==> config.mk <==
export PLATFORM = sky130hd
export DESIGN_NAME = fpga_cfg_loader
export DESIGN_NICKNAME = d
export VERILOG_FILES = /design/src/rtl/cfg_ld_pkg.sv /design/src/rtl/cfg_ld_timer.sv /design/src/rtl/cfg_ld_bytecnt.sv /design/src/rtl/fpga_cfg_loader.sv
export SDC_FILE = /design/constraint.sdc
export NUM_CORES = 1
export LEC_CHECK = 0
export ABC_AREA = 1
export BUFFER_PORTS_ARGS = -buffer_cell sky130_fd_sc_hd__buf_2
export CAP_MARGIN = 20
export CORE_MARGIN = 10
export CORE_UTILIZATION = 50
export DETAILED_ROUTE_END_ITERATION = 16
export MAX_ROUTING_LAYER = met4
export PLACE_DENSITY = 0.7
export SLEW_MARGIN = 0
export SYNTH_ARGS = -nofsm -noshare
export SYNTH_HDL_FRONTEND = slang
export SYNTH_SLANG_ARGS = --single-unit
==> constraint.sdc <==
create_clock -name clk -period 3.44 [get_ports clk]
set_clock_uncertainty 0.1 [all_clocks]
set_input_delay 0.172 -clock clk [delete_from_list [all_inputs] [get_ports clk]]
set_output_delay 0.172 -clock clk [all_outputs]
set_load 0.02 [all_outputs]
==> src/rtl/cfg_ld_pkg.sv <==
package cfg_ld_pkg;

  typedef enum logic [3:0] {
    ST_IDLE,
    ST_PULSE,
    ST_WAIT_LO,
    ST_WAIT_HI,
    ST_SETTLE,
    ST_FETCH,
    ST_CLK_LO,
    ST_CLK_HI,
    ST_BUSY,
    ST_DESEL,
    ST_POLL
  } ld_state_t;

  typedef enum logic [2:0] {
    RSN_NONE    = 3'd0,
    RSN_INIT_LO = 3'd1,
    RSN_INIT_HI = 3'd2,
    RSN_DATA    = 3'd3,
    RSN_BUSY    = 3'd4,
    RSN_DONE    = 3'd5
  } ld_reason_t;

  function automatic int unsigned max_u(input int unsigned a, input int unsigned b);
    return (a > b) ? a : b;
  endfunction

endpackage

==> src/rtl/cfg_ld_timer.sv <==
module cfg_ld_timer #(
  parameter int unsigned TW = 8
) (
  input  logic          clk,
  input  logic          rst_n,
  input  logic          load_i,
  input  logic [TW-1:0] val_i,
  output logic          zero_o
);
  logic [TW-1:0] cnt_q;

  // Down counter: reloaded on phase entry, saturates at zero.
  always_ff @(posedge clk or negedge rst_n) begin
    if (!rst_n)              cnt_q <= '0;
    else if (load_i)         cnt_q <= val_i;
    else if (cnt_q != '0)    cnt_q <= cnt_q - 1'b1;
  end

  assign zero_o = (cnt_q == '0);
endmodule

==> src/rtl/cfg_ld_bytecnt.sv <==
module cfg_ld_bytecnt #(
  parameter int unsigned CW = 16
) (
  input  logic          clk,
  input  logic          rst_n,
  input  logic          arm_i,
  input  logic [CW-1:0] total_i,
  input  logic          inc_i,
  output logic [CW-1:0] cnt_o,
  output logic          last_o
);
  logic [CW-1:0] total_q;
  logic [CW-1:0] cnt_q;

  always_ff @(posedge clk or negedge rst_n) begin
    if (!rst_n) begin
      total_q <= '0;
      cnt_q   <= '0;
    end else if (arm_i) begin
      total_q <= total_i;
      cnt_q   <= '0;
    end else if (inc_i) begin
      cnt_q   <= cnt_q + 1'b1;
    end
  end

  assign cnt_o  = cnt_q;
  assign last_o = (cnt_q == total_q);
endmodule

==> src/rtl/fpga_cfg_loader.sv <==
module fpga_cfg_loader
  import cfg_ld_pkg::*;
#(
  parameter int unsigned DW          = 8,
  parameter int unsigned CNT_W       = 16,
  parameter int unsigned PROG_CYC    = 100,
  parameter int unsigned INIT_LO_TMO = 125_000_000,
  parameter int unsigned INIT_HI_TMO = 125_000_000,
  parameter int unsigned SETTLE_CYC  = 2_500_000,
  parameter int unsigned CCLK_HALF   = 2,
  parameter bit          BUSY_CHECK  = 1'b0,
  parameter int unsigned BUSY_TMO    = 1_250_000,
  parameter int unsigned DONE_TMO    = 50_000_000
) (
  input  logic             clk,
  input  logic             rst_n,
  input  logic             start_i,
  input  logic [CNT_W-1:0] nbytes_i,
  input  logic             s_valid_i,
  input  logic [DW-1:0]    s_data_i,
  output logic             s_ready_o,
  output logic             prog_n_o,
  output logic             cs_n_o,
  output logic             wr_n_o,
  output logic             cclk_o,
  output logic [DW-1:0]    d_o,
  input  logic             init_n_i,
  input  logic             busy_i,
  input  logic             done_i,
  output logic             ok_o,
  output logic             fail_o,
  output logic [2:0]       reason_o,
  output logic [CNT_W-1:0] fail_idx_o
);
  localparam int unsigned T_MAX = max_u(max_u(max_u(PROG_CYC, INIT_LO_TMO), max_u(INIT_HI_TMO, SETTLE_CYC)),
                                        max_u(max_u(CCLK_HALF, BUSY_TMO), DONE_TMO));
  localparam int unsigned TW = (T_MAX > 1) ? $clog2(T_MAX) : 1;

  localparam logic [TW-1:0] LD_PROG   = TW'(PROG_CYC - 1);
  localparam logic [TW-1:0] LD_ILO    = TW'(INIT_LO_TMO - 1);
  localparam logic [TW-1:0] LD_IHI    = TW'(INIT_HI_TMO - 1);
  localparam logic [TW-1:0] LD_SETTLE = TW'(SETTLE_CYC - 1);
  localparam logic [TW-1:0] LD_HALF   = TW'(CCLK_HALF - 1);
  localparam logic [TW-1:0] LD_BUSY   = TW'(BUSY_TMO - 1);
  localparam logic [TW-1:0] LD_DONE   = TW'(DONE_TMO - 1);

  ld_state_t        st_q, nxt;
  ld_reason_t       abort_c, rsn_q;
  logic             tld, tz, take, last, busy_en;
  logic [TW-1:0]    tval;
  logic [CNT_W-1:0] cnt;
  logic             prog_q, cs_q, wr_q, cclk_q, ok_q, fail_q;
  logic [DW-1:0]    d_q;
  logic [CNT_W-1:0] idx_q;

  generate
    if (BUSY_CHECK) begin : g_busy_wait
      assign busy_en = 1'b1;
    end else begin : g_busy_skip
      assign busy_en = 1'b0;
    end
  endgenerate

  cfg_ld_timer #(.TW(TW)) u_tmr (
    .clk    (clk),
    .rst_n  (rst_n),
    .load_i (tld),
    .val_i  (tval),
    .zero_o (tz)
  );

  cfg_ld_bytecnt #(.CW(CNT_W)) u_cnt (
    .clk     (clk),
    .rst_n   (rst_n),
    .arm_i   (st_q == ST_IDLE && start_i),
    .total_i (nbytes_i),
    .inc_i   (take),
    .cnt_o   (cnt),
    .last_o  (last)
  );

  assign s_ready_o = (st_q == ST_FETCH) && !last && !done_i && init_n_i;
  assign take      = s_ready_o && s_valid_i;

  always_comb begin
    nxt     = st_q;
    tld     = 1'b0;
    tval    = '0;
    abort_c = RSN_NONE;
    case (st_q)
      ST_IDLE:    if (start_i) begin nxt = ST_PULSE; tld = 1'b1; tval = LD_PROG; end
      ST_PULSE:   if (tz) begin nxt = ST_WAIT_LO; tld = 1'b1; tval = LD_ILO; end
      ST_WAIT_LO: begin
        if (!init_n_i) begin nxt = ST_WAIT_HI; tld = 1'b1; tval = LD_IHI; end
        else if (tz) abort_c = RSN_INIT_LO;
      end
      ST_WAIT_HI: begin
        if (init_n_i) begin nxt = ST_SETTLE; tld = 1'b1; tval = LD_SETTLE; end
        else if (tz) abort_c = RSN_INIT_HI;
      end
      ST_SETTLE:  if (tz) nxt = ST_FETCH;
      ST_FETCH: begin
        if (last || done_i)  nxt = ST_DESEL;
        else if (!init_n_i)  abort_c = RSN_DATA;
        else if (s_valid_i)  begin nxt = ST_CLK_LO; tld = 1'b1; tval = LD_HALF; end
      end
      ST_CLK_LO:  if (tz) begin nxt = ST_CLK_HI; tld = 1'b1; tval = LD_HALF; end
      ST_CLK_HI: begin
        if (tz) begin
          if (busy_en) begin nxt = ST_BUSY; tld = 1'b1; tval = LD_BUSY; end
          else nxt = ST_FETCH;
        end
      end
      ST_BUSY: begin
        if (!busy_i) nxt = ST_FETCH;
        else if (tz) abort_c = RSN_BUSY;
      end
      ST_DESEL:   begin nxt = ST_POLL; tld = 1'b1; tval = LD_DONE; end
      ST_POLL: begin
        if (done_i && init_n_i) nxt = ST_IDLE;
        else if (tz) abort_c = RSN_DONE;
      end
      default:    nxt = ST_IDLE;
    endcase
    if (abort_c != RSN_NONE) nxt = ST_IDLE;
  end

  always_ff @(posedge clk or negedge rst_n) begin
    if (!rst_n) begin
      st_q   <= ST_IDLE;
      prog_q <= 1'b1;
      cs_q   <= 1'b1;
      wr_q   <= 1'b1;
      cclk_q <= 1'b1;
      d_q    <= '0;
      ok_q   <= 1'b0;
      fail_q <= 1'b0;
      rsn_q  <= RSN_NONE;
      idx_q  <= '0;
    end else begin
      st_q   <= nxt;
      ok_q   <= 1'b0;
      fail_q <= 1'b0;
      if (abort_c != RSN_NONE) begin
        prog_q <= 1'b1;
        cs_q   <= 1'b1;
        wr_q   <= 1'b1;
        cclk_q <= 1'b1;
        d_q    <= '0;
        fail_q <= 1'b1;
        rsn_q  <= abort_c;
        if (abort_c == RSN_DATA) idx_q <= cnt;
      end else begin
        case (st_q)
          ST_IDLE:    if (start_i) prog_q <= 1'b0;
          ST_WAIT_LO: if (!init_n_i) begin prog_q <= 1'b1; cclk_q <= 1'b1; end
          ST_WAIT_HI: if (init_n_i) begin cs_q <= 1'b0; wr_q <= 1'b0; end
          ST_FETCH: begin
            if (nxt == ST_DESEL) cs_q <= 1'b1;
            else if (take) begin d_q <= s_data_i; cclk_q <= 1'b0; end
          end
          ST_CLK_LO:  if (tz) cclk_q <= 1'b1;
          ST_DESEL:   wr_q <= 1'b1;
          ST_POLL:    if (nxt == ST_IDLE) ok_q <= 1'b1;
          default:    ;
        endcase
      end
    end
  end

  assign prog_n_o   = prog_q;
  assign cs_n_o     = cs_q;
  assign wr_n_o     = wr_q;
  assign cclk_o     = cclk_q;
  assign d_o        = d_q;
  assign ok_o       = ok_q;
  assign fail_o     = fail_q;
  assign reason_o   = rsn_q;
  assign fail_idx_o = idx_q;
endmodule

==> results.md <==
- Depth of the worst hold-timing path: 4
- Crit. End Element: flop
- Switching fraction of total power: 0.425
- Synth-to-Final Area Change: 16.3%
- Unique masters post-synth: 39
- Internal: 2.42 mW
- Final hold viol count: 0
- Final period util: 0.797
- Ys async rst share: 1.00
- Leak Pwr: 3.46 nW
- Worst path max stage delay: 510 ps
- Synthesized area per cell: 7.48 um^2
- Max Buffers Root-to-Sink: 2
- H-tree Lvls: 3
- Worst EP arrival: 2900 ps
- Placer congestion estimate: 0.964
- Yosys reg bits: 96
- Area of the mapped netlist: 5360 um^2
- CTS root buf: clkbuf_8
- Hpwl dp: 9860 um
- Routed wire per std cell: 14.5 um
- Critical path peak fanout: 26
- Seq pwr share: 0.402
- Die Y-Extent: 124 um
- Worst Setup Start Kind: flop
- IO Count: 65
- Pwr Density: 675 nW/um^2
- Post-route antenna net violation count: 0
- Most frequent cell after synthesis: nand2_1
- Most used cell, CP: nor2_1
- Clock tree from TritonCTS: done
- RR Startpoint: u_cnt.cnt_o[13]
- Worst Path Buf+Inv: 1
- Clk_lat worst skew: 380 ps
- Worst slew pin tran: 624 ps
- Cells after synthesis: 716
- Post-synth top area cell: dfrtp_1
- Tot GR Track Use: 0.195
- Critical path's top delay family: simple AND/OR/NAND/NOR gates
- Worst Reg2Reg Path Length in Cells: 13
- Post-synth EDFFs: 0
- RSZ-0062 raised after global routing: no
- Commonest cells post-synth: nand2_1 (251), dfrtp_1 (92), inv_1 (91)
- Synth warn: 0
- Area of the die: 15300 um^2
- Nets@finish: 839
- Min Clock Period, post-route: 2740 ps
- Initial Util: 0.517
- Final core utilization: 0.601
- Worst hold path class: primary input to flop
- TritonCTS Sinks: 96
- Cell Rows: 37
- Worst path required time: 3590 ps
- CP Launch Point: u_cnt.cnt_o[13]
- Slew Viols, Final: 0
- R2R Path End: u_tmr.cnt_q[1]
- Largest net degree at the start of global routing: 50
- Comb pwr share: 0.422
- Max Clock Freq: 365 MHz
- Iteration-0 DRC Markers: 321
- Drt via density: 5.09
- Setup TNS after final layout: 0 ps
- DR pass1 iterations: 5
- Reg clk slew, reported paths: 90 ps
- CP max-delay cell: dfrtp_1
- Register area: 2410 um^2
- Finish-stage setup viols: 0
- Clock share of power: 0.176
- Die X: 124 um
- Levels on crit path: 13
- Top cell type's share of synthesized area: 0.430
- Core region area: 10400 um^2
- Max_cap viols: 0
- Relative slew slack: 0.584
- Antenna fix cells: 0
- Routed WL: 13700 um
- Synth Flop Type: dfrtp_1
- Post-CTS sizing: 0
- Outcome: finished, final reports clean
- Initial antenna violation count: 0
- Number of buffers created by CTS: 9
- CP Cell Sequence: nand2_1, inv_1, nor2_1, nor2_1, nand2_1, nor2_1, nand2_2, nand4_2, nand2_4, nor2_8, nand2_4, o21ai_0, o21ai_0
- Worst VDD drop: 0.280 mV
- Fin Hold WS: 148 ps
- Area contributors post-synth: dfrtp_1 (43%), nand2_1 (18%), inv_1 (6.4%)
- # port buffers: 64
- Critical Path End: u_tmr.cnt_q[1]
- First-pass GRT wire length: 23200 um
- Area of the multi-input gates: 2470 um^2
- Remaining global-route overflow: 0
- Mapped Nets: 749
- Fillers: 1002
- Share of layout cells above drive strength 1: 0.149
- R2r setup slk: 700 ps
- Vias in the first global route: 4710
- Residual DRC count: 0
- Critical path class: flop to flop
- Via count: 4818
- Post-synthesis sequential area ratio: 0.449
- Switching power total: 1.79 mW
==> per-stage QoR <==
step                      area (um^2)  cells  worst slack (ps)  total power, mW
after floorplan                  5360    716              1400             3.02
after global placement           5780    905               831             3.42
after detailed placement         5780    905               755             3.46
after CTS                        6230    947               727             4.23
after global routing             6230    947               461             4.61
final                            6230    947               699             4.21
==> area by class of cell <==
type | instances | share of cell area
repair buffers | 94 | 0.0984
well taps | 136 | 0.0273
clock buffers | 11 | 0.0211
inverters | 98 | 0.0603
flip-flops and latches | 96 | 0.386
clock inverters | 5 | 0.00924
multi-input cells | 507 | 0.397
==> registers in the layout (all words and copies together), names as in the netlist <==
name / cells
ok_o: 1
fail_idx_o: 16
cs_n_o: 1
reason_o: 3
u_cnt.cnt_o: 16
wr_n_o: 1
st_q: 4
d_o: 8
cclk_o: 1
fail_o: 1
u_tmr.cnt_q: 27
u_cnt.total_q: 16
prog_n_o: 1
==> cells in the final DEF (no fill, tap or decap), types with 5 or more instances in the layout <==
cell	n
nand2_1	251
dfrtp_1	92
inv_1	91
nor2_1	65
buf_2	63
o21ai_0	48
nand3_1	33
dlygate4sd3_1	26
xor2_1	20
nand4_1	13
nor3_1	11
xnor2_1	9
clkbuf_8	9
a21oi_1	8
nor2_4	6
nor2_2	6
o31ai_1	6
nand2_2	5
inv_2	5
nor4_1	5
buf_4	5
==> worst register-to-register path, delay by kind of cell, from the launching register on <==
kind            cells  cell delay [ps]
simple gates       10             1690
flops               1              510
compound gates      2              280
buf+inv             1               60
==> metal layers <==
layer | global-route usage | part of all wire | wire length [um]
met2 | 0.296 | 0.48 | 6560
met5 | - | 0 | 0
met3 | 0.0305 | 0.047 | 648
met4 | 0.0771 | 0.017 | 230
met1 | 0.255 | 0.46 | 6280
==> power groups by stage <==
stage	combinational, mW	clock (mW)	sequential [mW]
after floorplan	1.27	0	1.75
after global placement	1.73	0	1.70
after detailed placement	1.75	0	1.71
after CTS	1.78	0.768	1.69
after global routing	2.06	0.812	1.73
final	1.78	0.740	1.69
==> worst min-delay path by stage <==
stage,startpoint,end,slack (ps)
floorplan,rst_n,d_o[0],-220
global route,done_i,st_q[2],180
detailed placement,rst_n,u_tmr.cnt_q[21],140
global placement,rst_n,u_tmr.cnt_q[17],130
CTS,done_i,st_q[2],120
finish,done_i,st_q[2],150
==> repair_timing <==
action	in CTS	in global routing
endpoints found under the hold margin	70	0
endpoints found under the setup margin	0	0
buffers inserted	0	0
hold buffers	26	0
==> logic make-up (layout without fill, tap and decap cells) <==
logic type,Yosys count,after routing,synth area share
multiplexers,1,1,0.00210
buffers and inverters,113,208,0.0885
flip-flops,96,96,0.449
AND/OR/NAND/NOR,407,407,0.339
XOR/XNOR,29,29,0.0474
AO/OA/AOI/OAI,68,68,0.0687
adder cells (fa/ha/maj),2,2,0.00467
Power figures use the tool's default switching activity.
